==> config.mk <==
export PLATFORM = sky130hd
export DESIGN_NAME = cache_tag_ctrl
export DESIGN_NICKNAME = d
export VERILOG_FILES = /design/src/rtl/cache_tag_ctrl.sv
export SDC_FILE = /design/constraint.sdc
export NUM_CORES = 2
export LEC_CHECK = 0
export ABC_AREA = 1
export BUFFER_PORTS_ARGS = -buffer_cell sky130_fd_sc_hd__buf_2
export CORE_ASPECT_RATIO = 1.5
export CORE_MARGIN = 5
export CORE_UTILIZATION = 42
export CTS_CLUSTER_SIZE = 14
export DETAILED_ROUTE_END_ITERATION = 10
export MAX_ROUTING_LAYER = met4
export PLACE_DENSITY = 0.55
export SLEW_MARGIN = 15
export SYNTH_ARGS = -nofsm -noshare
export SYNTH_HDL_FRONTEND = slang
export SYNTH_SLANG_ARGS = --single-unit
==> constraint.sdc <==
create_clock -name clk -period 3.05 [get_ports clk]
set_input_delay 0.1525 -clock clk [delete_from_list [all_inputs] [get_ports clk]]
set_output_delay 0.1525 -clock clk [all_outputs]
set_load 0.005 [all_outputs]
==> src/rtl/cache_tag_ctrl.sv <==
module cache_tag_ctrl #(
  parameter int ADDR_W     = 32,
  parameter int WAYS       = 4,
  parameter int SETS       = 16,
  parameter int LINE_BYTES = 64
) (
  input  logic                    clk,
  input  logic                    rst_n,
  input  logic                    req_valid,
  output logic                    req_ready,
  input  logic [ADDR_W-1:0]       req_addr,
  input  logic                    req_write,
  input  logic [3:0]              req_cmo,
  input  logic                    inv_all,
  output logic                    rsp_valid,
  output logic [1:0]              rsp_code,
  output logic [$clog2(WAYS)-1:0] rsp_way
);
  localparam int OFF_W = $clog2(LINE_BYTES);
  localparam int SET_W = $clog2(SETS);
  localparam int TAG_W = ADDR_W - OFF_W - SET_W;
  localparam int WAY_W = $clog2(WAYS);

  localparam logic [1:0] C_HIT = 2'b00, C_MISS = 2'b01, C_EVC = 2'b10, C_EVWB = 2'b11;

  logic [TAG_W-1:0] tag_q [SETS][WAYS];
  logic [WAYS-1:0]  val_q [SETS];
  logic [WAYS-1:0]  dty_q [SETS];
  logic [WAYS-1:1]  lru_q [SETS];

  logic [SET_W-1:0] set_i;
  logic [TAG_W-1:0] tag_i;
  logic             unused_off;
  assign set_i      = req_addr[OFF_W +: SET_W];
  assign tag_i      = req_addr[ADDR_W-1 -: TAG_W];
  assign unused_off = ^req_addr[OFF_W-1:0];

  function automatic logic [WAY_W-1:0] plru_pick(input logic [WAYS-1:1] t);
    int n = 1;
    for (int l = 0; l < WAY_W; l++) n = 2 * n + int'(t[n]);
    return WAY_W'(n - WAYS);
  endfunction

  function automatic logic [WAYS-1:1] plru_touch(input logic [WAYS-1:1] t,
                                                  input logic [WAY_W-1:0] w);
    int n = 1;
    for (int l = 0; l < WAY_W; l++) begin
      t[n] = ~w[WAY_W-1-l];
      n    = 2 * n + int'(w[WAY_W-1-l]);
    end
    return t;
  endfunction

  logic             fire, hit, full, is_wr, kill, clean, noalloc;
  logic [WAYS-1:0]  hit_vec;
  logic [WAY_W-1:0] hit_idx, free_idx, victim, way;
  logic [1:0]       code;

  assign req_ready = ~inv_all;
  assign fire      = req_valid & req_ready;
  assign noalloc   = |req_cmo[2:0];
  assign kill      = req_cmo[0] | req_cmo[2];
  assign clean     = req_cmo[1];
  assign is_wr     = (req_write & ~noalloc) | req_cmo[3];
  assign hit       = |hit_vec;
  assign full      = &val_q[set_i];
  assign victim    = plru_pick(lru_q[set_i]);

  always_comb begin
    hit_idx  = '0;
    free_idx = '0;
    for (int w = 0; w < WAYS; w++) begin
      hit_vec[w] = val_q[set_i][w] && (tag_q[set_i][w] == tag_i);
      if (hit_vec[w]) hit_idx = WAY_W'(w);
    end
    for (int w = WAYS - 1; w >= 0; w--)
      if (!val_q[set_i][w]) free_idx = WAY_W'(w);
    if (hit) begin
      code = C_HIT;  way = hit_idx;
    end else if (noalloc) begin
      code = C_MISS; way = '0;
    end else if (!full) begin
      code = C_MISS; way = free_idx;
    end else begin
      code = dty_q[set_i][victim] ? C_EVWB : C_EVC;
      way  = victim;
    end
  end

  always_ff @(posedge clk or negedge rst_n) begin
    if (!rst_n) begin
      rsp_valid <= 1'b0;
      rsp_code  <= C_HIT;
      rsp_way   <= '0;
      for (int s = 0; s < SETS; s++) begin
        val_q[s] <= '0;
        dty_q[s] <= '0;
        lru_q[s] <= '0;
        for (int w = 0; w < WAYS; w++) tag_q[s][w] <= '0;
      end
    end else begin
      rsp_valid <= fire;
      if (fire) begin
        rsp_code <= code;
        rsp_way  <= way;
      end
      if (inv_all) begin
        for (int s = 0; s < SETS; s++) begin
          val_q[s] <= '0;
          dty_q[s] <= '0;
        end
      end else if (fire) begin
        if (hit) begin
          if (kill) begin
            val_q[set_i][hit_idx] <= 1'b0;
            dty_q[set_i][hit_idx] <= 1'b0;
          end else begin
            lru_q[set_i] <= plru_touch(lru_q[set_i], hit_idx);
            if (clean)      dty_q[set_i][hit_idx] <= 1'b0;
            else if (is_wr) dty_q[set_i][hit_idx] <= 1'b1;
          end
        end else if (!noalloc) begin
          tag_q[set_i][way] <= tag_i;
          val_q[set_i][way] <= 1'b1;
          dty_q[set_i][way] <= is_wr;
          lru_q[set_i]      <= plru_touch(lru_q[set_i], way);
        end
      end
    end
  end

  logic any_valid, orphan_dirty;
  always_comb begin
    any_valid    = 1'b0;
    orphan_dirty = 1'b0;
    for (int s = 0; s < SETS; s++) begin
      any_valid    = any_valid | (|val_q[s]);
      orphan_dirty = orphan_dirty | (|(dty_q[s] & ~val_q[s]));
    end
  end


  single_match_chk: assert property (@(posedge clk) disable iff (!rst_n)
    req_valid |-> $onehot0(hit_vec));

  cmo_onehot_chk: assert property (@(posedge clk) disable iff (!rst_n)
    req_valid |-> $onehot0(req_cmo));

  rsp_follows_chk: assert property (@(posedge clk) disable iff (!rst_n)
    (req_valid && req_ready) |=> rsp_valid);

  kill_line_chk: assert property (@(posedge clk) disable iff (!rst_n)
    (fire && hit && kill) |=> !val_q[$past(set_i)][$past(hit_idx)]);

  clear_all_chk: assert property (@(posedge clk) disable iff (!rst_n)
    inv_all |=> !any_valid);

  dirty_valid_chk: assert property (@(posedge clk) disable iff (!rst_n)
    !orphan_dirty);
endmodule

After elaboration in Yosys (flattened, before gate mapping)
Index checks and enable logic that the tools add are counted.
- bits in registers: 1589
- latch bits: 0
- memory bits (writable): 0
- ROM bits: 0
- output and inout bits: 6
- memories: 0
- add/subtract/negate cells: 5
- $mul: 0
- div/mod/pow operators: 0
- magnitude comparators: 14
- eq/ne operators: 9
- shifts and indexed selects: 0
- mux-type cells: 70
- bitwise logic cells: 18
- reductions and logical operators: 18
- operator list (kind ; number):
    1408-bit bitwise mux ; 1
    64-bit 2-to-1 mux ; 12
    88-bit binary-select mux with 4-bit select ; 1
    88-bit demux with 4-bit select ; 1
    88-bit 2-to-1 mux ; 3
    48-bit 2-to-1 mux ; 3
    64-bit bitwise AND ; 2
    64-bit OR ; 2
    48-bit bitwise mux ; 2
    22-bit == test ; 4
    64-bit bitwise mux ; 1
    64-bit NOT ; 1
    22-bit demux with 2-bit select ; 1
    4-bit binary-select mux with 4-bit select ; 2
    4-bit demux with 4-bit select ; 2
    2-bit 2-to-1 mux ; 12
    4-bit 2-to-1 mux ; 6
    22-bit 2-to-1 mux ; 1
    3-bit binary-select mux with 4-bit select ; 1
    3-bit demux with 4-bit select ; 1
    4-bit AND reduction ; 3
    1-bit logical AND ; 10
    2-bit by 1-bit adder with 3-bit output (first input constant) ; 3
    2-bit by 3-bit less-than comparator with 1-bit output (second input constant) ; 3
    other kinds (27) ; 56

Logic depth before layout (Yosys ltp)
- word-level depth: 24
- gate-level depth with buffers: 30

Worst setup path after synthesis
OpenSTA, ideal clock, no wires.
- path kind: input to register
- start point: in req_addr[6]
- end point: reg tag_q[913] (netlist bit)
- setup time: 0.131 ns
- data arrival time: 2.818 ns
- required time: 2.919 ns
- slack: 0.101 ns
- cell stages on the path: 25
- buffers on the path: 7
- cells stage by stage: buf_6 buf_4 buf_4 buf_2 nand2_1 nand2_1 nand2_1 nand3_1 nand2_1 nand2_1 o21ai_0 nand2_1 nand3_1 nor2_1 nand3_1 nand2_2 nor2_8 nand2_2 nor3_2 buf_6 buf_6 nand4_4 clkbuf_1 nand2_1 o21ai_1
- word-level cells in the longest chain between the ends: 21
- elaborated cells on any way between the ends: 50
- those cells by class: add/sub (3); order compare (4); eq/ne (4); mux (27); bitwise (3); reduce/logical (9)
- RTL lines (what ; line ; RTL):
    start: declaration ; 11 ; input logic [ADDR_W-1:0] req_addr,
    4-bit NOT with 5-bit output (implied by the code) (*) ; -- ;
    3-bit binary-select mux with 4-bit select ; 67 ; assign victim = plru_pick(lru_q[set_i]);
    3-bit 2-to-1 mux (implied by the code) (2 in a row) ; 67 ;
    2-bit by 1-bit adder with 3-bit output ; 40 ; for (int l = 0; l < WAY_W; l++) n = 2 * n + int'(t[n]);
    1-bit binary-select mux with 2-bit select ; 40 ;
    1-bit 2-to-1 mux (implied by the code) (2 in a row) ; 40 ;
    2-bit by 1-bit adder with 2-bit output ; 40 ;
    2-bit by 1-bit subtractor with 2-bit output ; 41 ; return WAY_W'(n - WAYS);
    [... 3 more ...] ; -- ;
    2-bit NOT with 3-bit output (implied by the code) ; 123 ; tag_q[set_i][way] <= tag_i;
    3-bit >= comparator (implied by the code) or 3-bit by 1-bit less-than comparator with 1-bit output (tied branches) ; 123 ;
    1-bit logical AND (implied by the code) ; 123 ;
    22-bit 2-to-1 mux (implied by the code) ; 123 ;
    22-bit demux with 2-bit select ; 123 ;
    88-bit 2-to-1 mux (implied by the code) ; 123 ;
    88-bit demux with 4-bit select ; 123 ;
    1408-bit bitwise mux ; 123 ;
    end signal: indexed assignment ; 123 ;
    end: declaration ; 26 ; logic [TAG_W-1:0] tag_q [SETS][WAYS];
Every way passes the cells marked *; elsewhere a longest branch is shown, timed or not. The select of a mux whose other input is x is not followed.
A chain may end at the register's enable or synchronous reset.

Worst setup path in the final report
- start point: reg tag_q[20] (netlist bit)
- end point: reg tag_q[865] (netlist bit)
- word-level cells in the longest chain between the ends: 15
- elaborated cells on any way between the ends: 19
- those cells by class: order compare (2); eq/ne (1); mux (10); bitwise (2); reduce/logical (4)
- RTL lines (what ; line ; RTL):
    88-bit binary-select mux with 4-bit select (*) ; 73 ; hit_vec[w] = val_q[set_i][w] && (tag_q[set_i][w] == tag_i);
    88-bit 2-to-1 mux (implied by the code) (*) (2 in a row) ; 73 ;
    22-bit == test (*) ; 73 ;
    1-bit logical AND (*) ; 73 ;
    4-bit OR reduction or 2-bit 2-to-1 mux (tied branches) ; 65, 74 ;
    2-bit 2-to-1 mux ; 78 ; if (hit) begin
    2-bit NOT with 3-bit output (implied by the code) ; 123 ;
    3-bit >= comparator (implied by the code) or 3-bit by 1-bit less-than comparator with 1-bit output (tied branches) ; 123 ;
    1-bit logical AND (implied by the code) ; 123 ;
    22-bit 2-to-1 mux (implied by the code) ; 123 ;
    22-bit demux with 2-bit select ; 123 ;
    88-bit 2-to-1 mux (implied by the code) ; 123 ;
    88-bit demux with 4-bit select ; 123 ;
    1408-bit bitwise mux ; 123 ;
Marked as above.

==> summary.md <==
| Metric | Value |
|---|---|
| Layout cells sized above 1 | `between 10% and 20%` |
| Worst Setup Path Type | `reg -> reg` |
| Netlist cell types | `39` |
| Hold Vio Cnt, Final | `0` |
| Via Count | `76700` |
| Crit path launch type | `flop` |
| Tcrit/Tclk final | `113%` |
| Yosys reg bits | `1589` |
| Final setup vio count | `1584` |
| Fmax | `0.290 GHz` |
| Ports | `47` |
| Total GRT Usage | `31.7%` |
| Core Util, Final | `54.0%` |
| First-pass GRT wire length | `458 mm` |
| Clk slew on worst S/H paths | `0.06 ns` |
| PwrDens | `474 mW/mm2` |
| Height of the die | `537 um` |
| Total CTS buffers | `169` |
| Detail Placement HPWL | `196 mm` |
| Clk sinks | `1589` |
| Die width | `361 um` |
| Synth async-reset ratio | `between 90% and 100%` |
| Violated checks | `setup timing` |
| Core Area | `0.184 mm2` |
| Syn Area/Cell | `7.36 um2` |
| Largest net degree at the start of global routing | `170` |
| Setup TNS | `-391.58 ns` |
| Grt ovf | `0` |
| DRC violations left | `0` |
| H-tree levels | `4` |
| Final wirelength | `328 mm` |
| Initial Util | `42.2%` |
| Slack of the critical path | `-0.403 ns` |
| Skew final | `around 0.07 ns` |
| Vias in the first global route | `71300` |
| DR pass1 iterations | `6` |
| Initial DRC count | `9322` |
| CP Data Arrival Time | `4.14 ns` |
| Final ANT Viol Nets | `0` |
| Actual slew at the worst max-slew pin | `1.11 ns` |
| CP max FO | `8` |
| Yosys warns | `0` |
| Root Buffer | `clkbuf_16` |
| Cell at the slowest stage of the critical path | `dfrtp_1` |
| Post-Syn Nets | `roughly 11000` |
| CTS tree | `yes` |
| Max incr delay on CP | `between 0.3 and 0.4 ns` |
| Ys flop type | `dfrtp_1` |
| Leak | `approximately 50 nW` |
| Fin. max-slew vios | `0` |
| CP Data Required Time | `roughly 3.7 ns` |
| EDFF count, synth | `0` |
| Initial antenna violation count | `10` |
| Clock Latency Late Sink | `between 0.8 and 0.9 ns` |
| Std-Cell Rows | `193` |
| Hold Path Class | `in -> reg` |
| Period minus WS final | `around 3.5 ns` |
| Worst rel slew slack | `26.0%` |
| Crit path top cell by count | `nand2_1` |
| Die ar. | `0.194 mm2` |
| Worst slack, placed | `-1.20 ns` |
| Routed length per instance | `~24 um` |
| Status | `finished with violations` |
| CP endpoint kind | `flop` |
| Layout overhead on the synthesized area | `28.0%` |
| Post-Syn Instances | `10600` |
| Mapped cell area | `between 0.07 and 0.08 mm2` |
| Vias per cell | `roughly 5.6` |
| Peak supply drop | `0.000468 V` |
| IO Port Bufs | `40` |
| Clock buffer depth | `4` |
| Max-Cap Viols | `0` |
| RSZ-0062 raised after global routing | `true` |
| Final nets | `around 11000` |
| Sequential-to-total area share from yosys stat | `51.1%` |
| Placer Congestion | `0.974` |
## cells by family (layout without fill, tap and decap cells)
logic type / Yosys count / after routing / share of synthesized area (%)
AND/OR/NAND/NOR: 6049 / 6049 / 30.5
AO/OA/AOI/OAI: 1946 / 1946 / 12.8
flip-flops: 1589 / 1589 / 51.1
buffers and inverters: 986 / 1649 / 5.60
other: 0 / 10 / 0
## stage by stage
step           instance area, um2  hold slack, ns  power (mW)  std cells
6_report                    99500          0.0869        47.2      13700
5_1_grt                     99500          0.0512        48.5      13700
3_3_place_gp                87100          0.0899        25.7      13100
4_1_cts                     95100          0.0113        47.3      13500
3_5_place_dp                87100          0.0911        25.8      13100
2_1_floorplan               77800          -0.143        23.4      10600
## area by class of cell
| cell class | count | area [um2] |
|---|---|---|
| Inverter | 179 | 728 |
| Antenna cell | 10 | 25.0 |
| Multi-Input combinational cell | 7995 | 36000 |
| Timing Repair Buffer | 1175 | 14300 |
| Clock inverter | 52 | 662 |
| Sequential cell | 1589 | 39800 |
| Clock buffer | 243 | 4980 |
| Tap cell | 2437 | 3050 |
| Fill cell | 17200 | 84700 |
## state kept, by name, summed over array words and instances, names as in the netlist
register	flops
lru_q	48
tag_q	1408
val_q	64
rsp_way	2
rsp_code	2
rsp_valid	1
dty_q	64
## worst max-delay path, delay by kind of cell (launching register included)
family | cells | cell delay [ns]
buffers and inverters | 8 | 1.14
AOI/OAI and AO/OA | 1 | 0.05
DFF | 1 | 0.39
and+or+nand+nor | 19 | 1.64
## report_power, final
group,total [mW],internal (mW),switching [mW],leakage (nW)
Clock,21.6,12.5,9.04,2.79
Sequential,21.5,21.4,0.177,22.0
Combinational,4.09,1.23,2.86,24.7
## path summary, 6_finish.rpt
kind                                    end  cells after the start         start  slack, ns
worst max-delay path             tag_q[865]                     28     tag_q[20]      -0.40
worst min-delay path            tag_q[1076]                      4  req_addr[30]       0.09
worst max register to register   tag_q[865]                     28     tag_q[20]      -0.40
worst min register to register  rsp_code[1]                      2   rsp_code[1]       0.47
max in group asynchronous        tag_q[879]                      3         rst_n       1.54
min in group asynchronous         lru_q[22]                      3         rst_n       0.21
## per-layer routing
metal / routed length (um) / track usage (%) / vias up
met2: 153000 / 51.4 / 3719
met5: 0 / - / -
met4: 20900 / 14.2 / 0
met1: 126000 / 39.9 / 37100
li1: - / - / 34800
met3: 27800 / 4.28 / 974
## timing repair
item,4_1_cts,5_1_grt
resized for setup,325,671
hold buffers,23,0
setup buffers,48,54
endpoints found under the setup margin,1586,1584
hold endpoints to repair,1587,0
pin swaps,59,102
gates cloned,32,102
## synthesized netlist by cell type, types with 2 or more instances
| library cell | number | share of area [%] |
|---|---|---|
| buf_6 | 14 | 0.20 |
| nand4_2 | 2 | 0.032 |
| nand3_1 | 227 | 1.5 |
| o21ai_0 | 1139 | 7.3 |
| dfrtp_1 | 1589 | 51 |
| nand4_1 | 110 | 0.88 |
| o221ai_1 | 3 | 0.034 |
| clkbuf_1 | 397 | 1.9 |
| nand4_4 | 11 | 0.30 |
| o211ai_1 | 27 | 0.26 |
| nor2_2 | 7 | 0.056 |
| inv_4 | 3 | 0.024 |
| nor2_1 | 425 | 2.1 |
| nand3_2 | 3 | 0.039 |
| o22ai_1 | 24 | 0.19 |
| buf_2 | 298 | 1.9 |
| buf_4 | 40 | 0.39 |
| o21ai_1 | 506 | 3.3 |
| o21a_1 | 3 | 0.029 |
| a21oi_1 | 213 | 1.4 |
| nand3_4 | 3 | 0.068 |
| inv_2 | 15 | 0.072 |
| clkbuf_2 | 2 | 0.013 |
| inv_1 | 158 | 0.76 |
| a22oi_1 | 29 | 0.28 |
| nand2_1 | 5210 | 25 |
| nand2_2 | 42 | 0.34 |
| nand2_4 | 3 | 0.043 |
| buf_1 | 55 | 0.27 |
| clkinv_1 | 3 | 0.014 |
## layout by cell type (no fill, tap or decap), types with 117 or more instances in the layout
master / netlist / layout
nand2_1: 5210 / 4906
dfrtp_1: 1589 / 1589
o21ai_0: 1139 / 909
buf_4: 40 / 701
o21ai_1: 506 / 617
nor2_1: 425 / 387
clkbuf_16: 0 / 253
buf_12: 1 / 250
nand2_2: 42 / 218
a21oi_1: 213 / 211
nand3_1: 227 / 206
inv_1: 158 / 117
o21ai_2: 0 / 117
No activity file was read; power rests on OpenSTA's default activity.
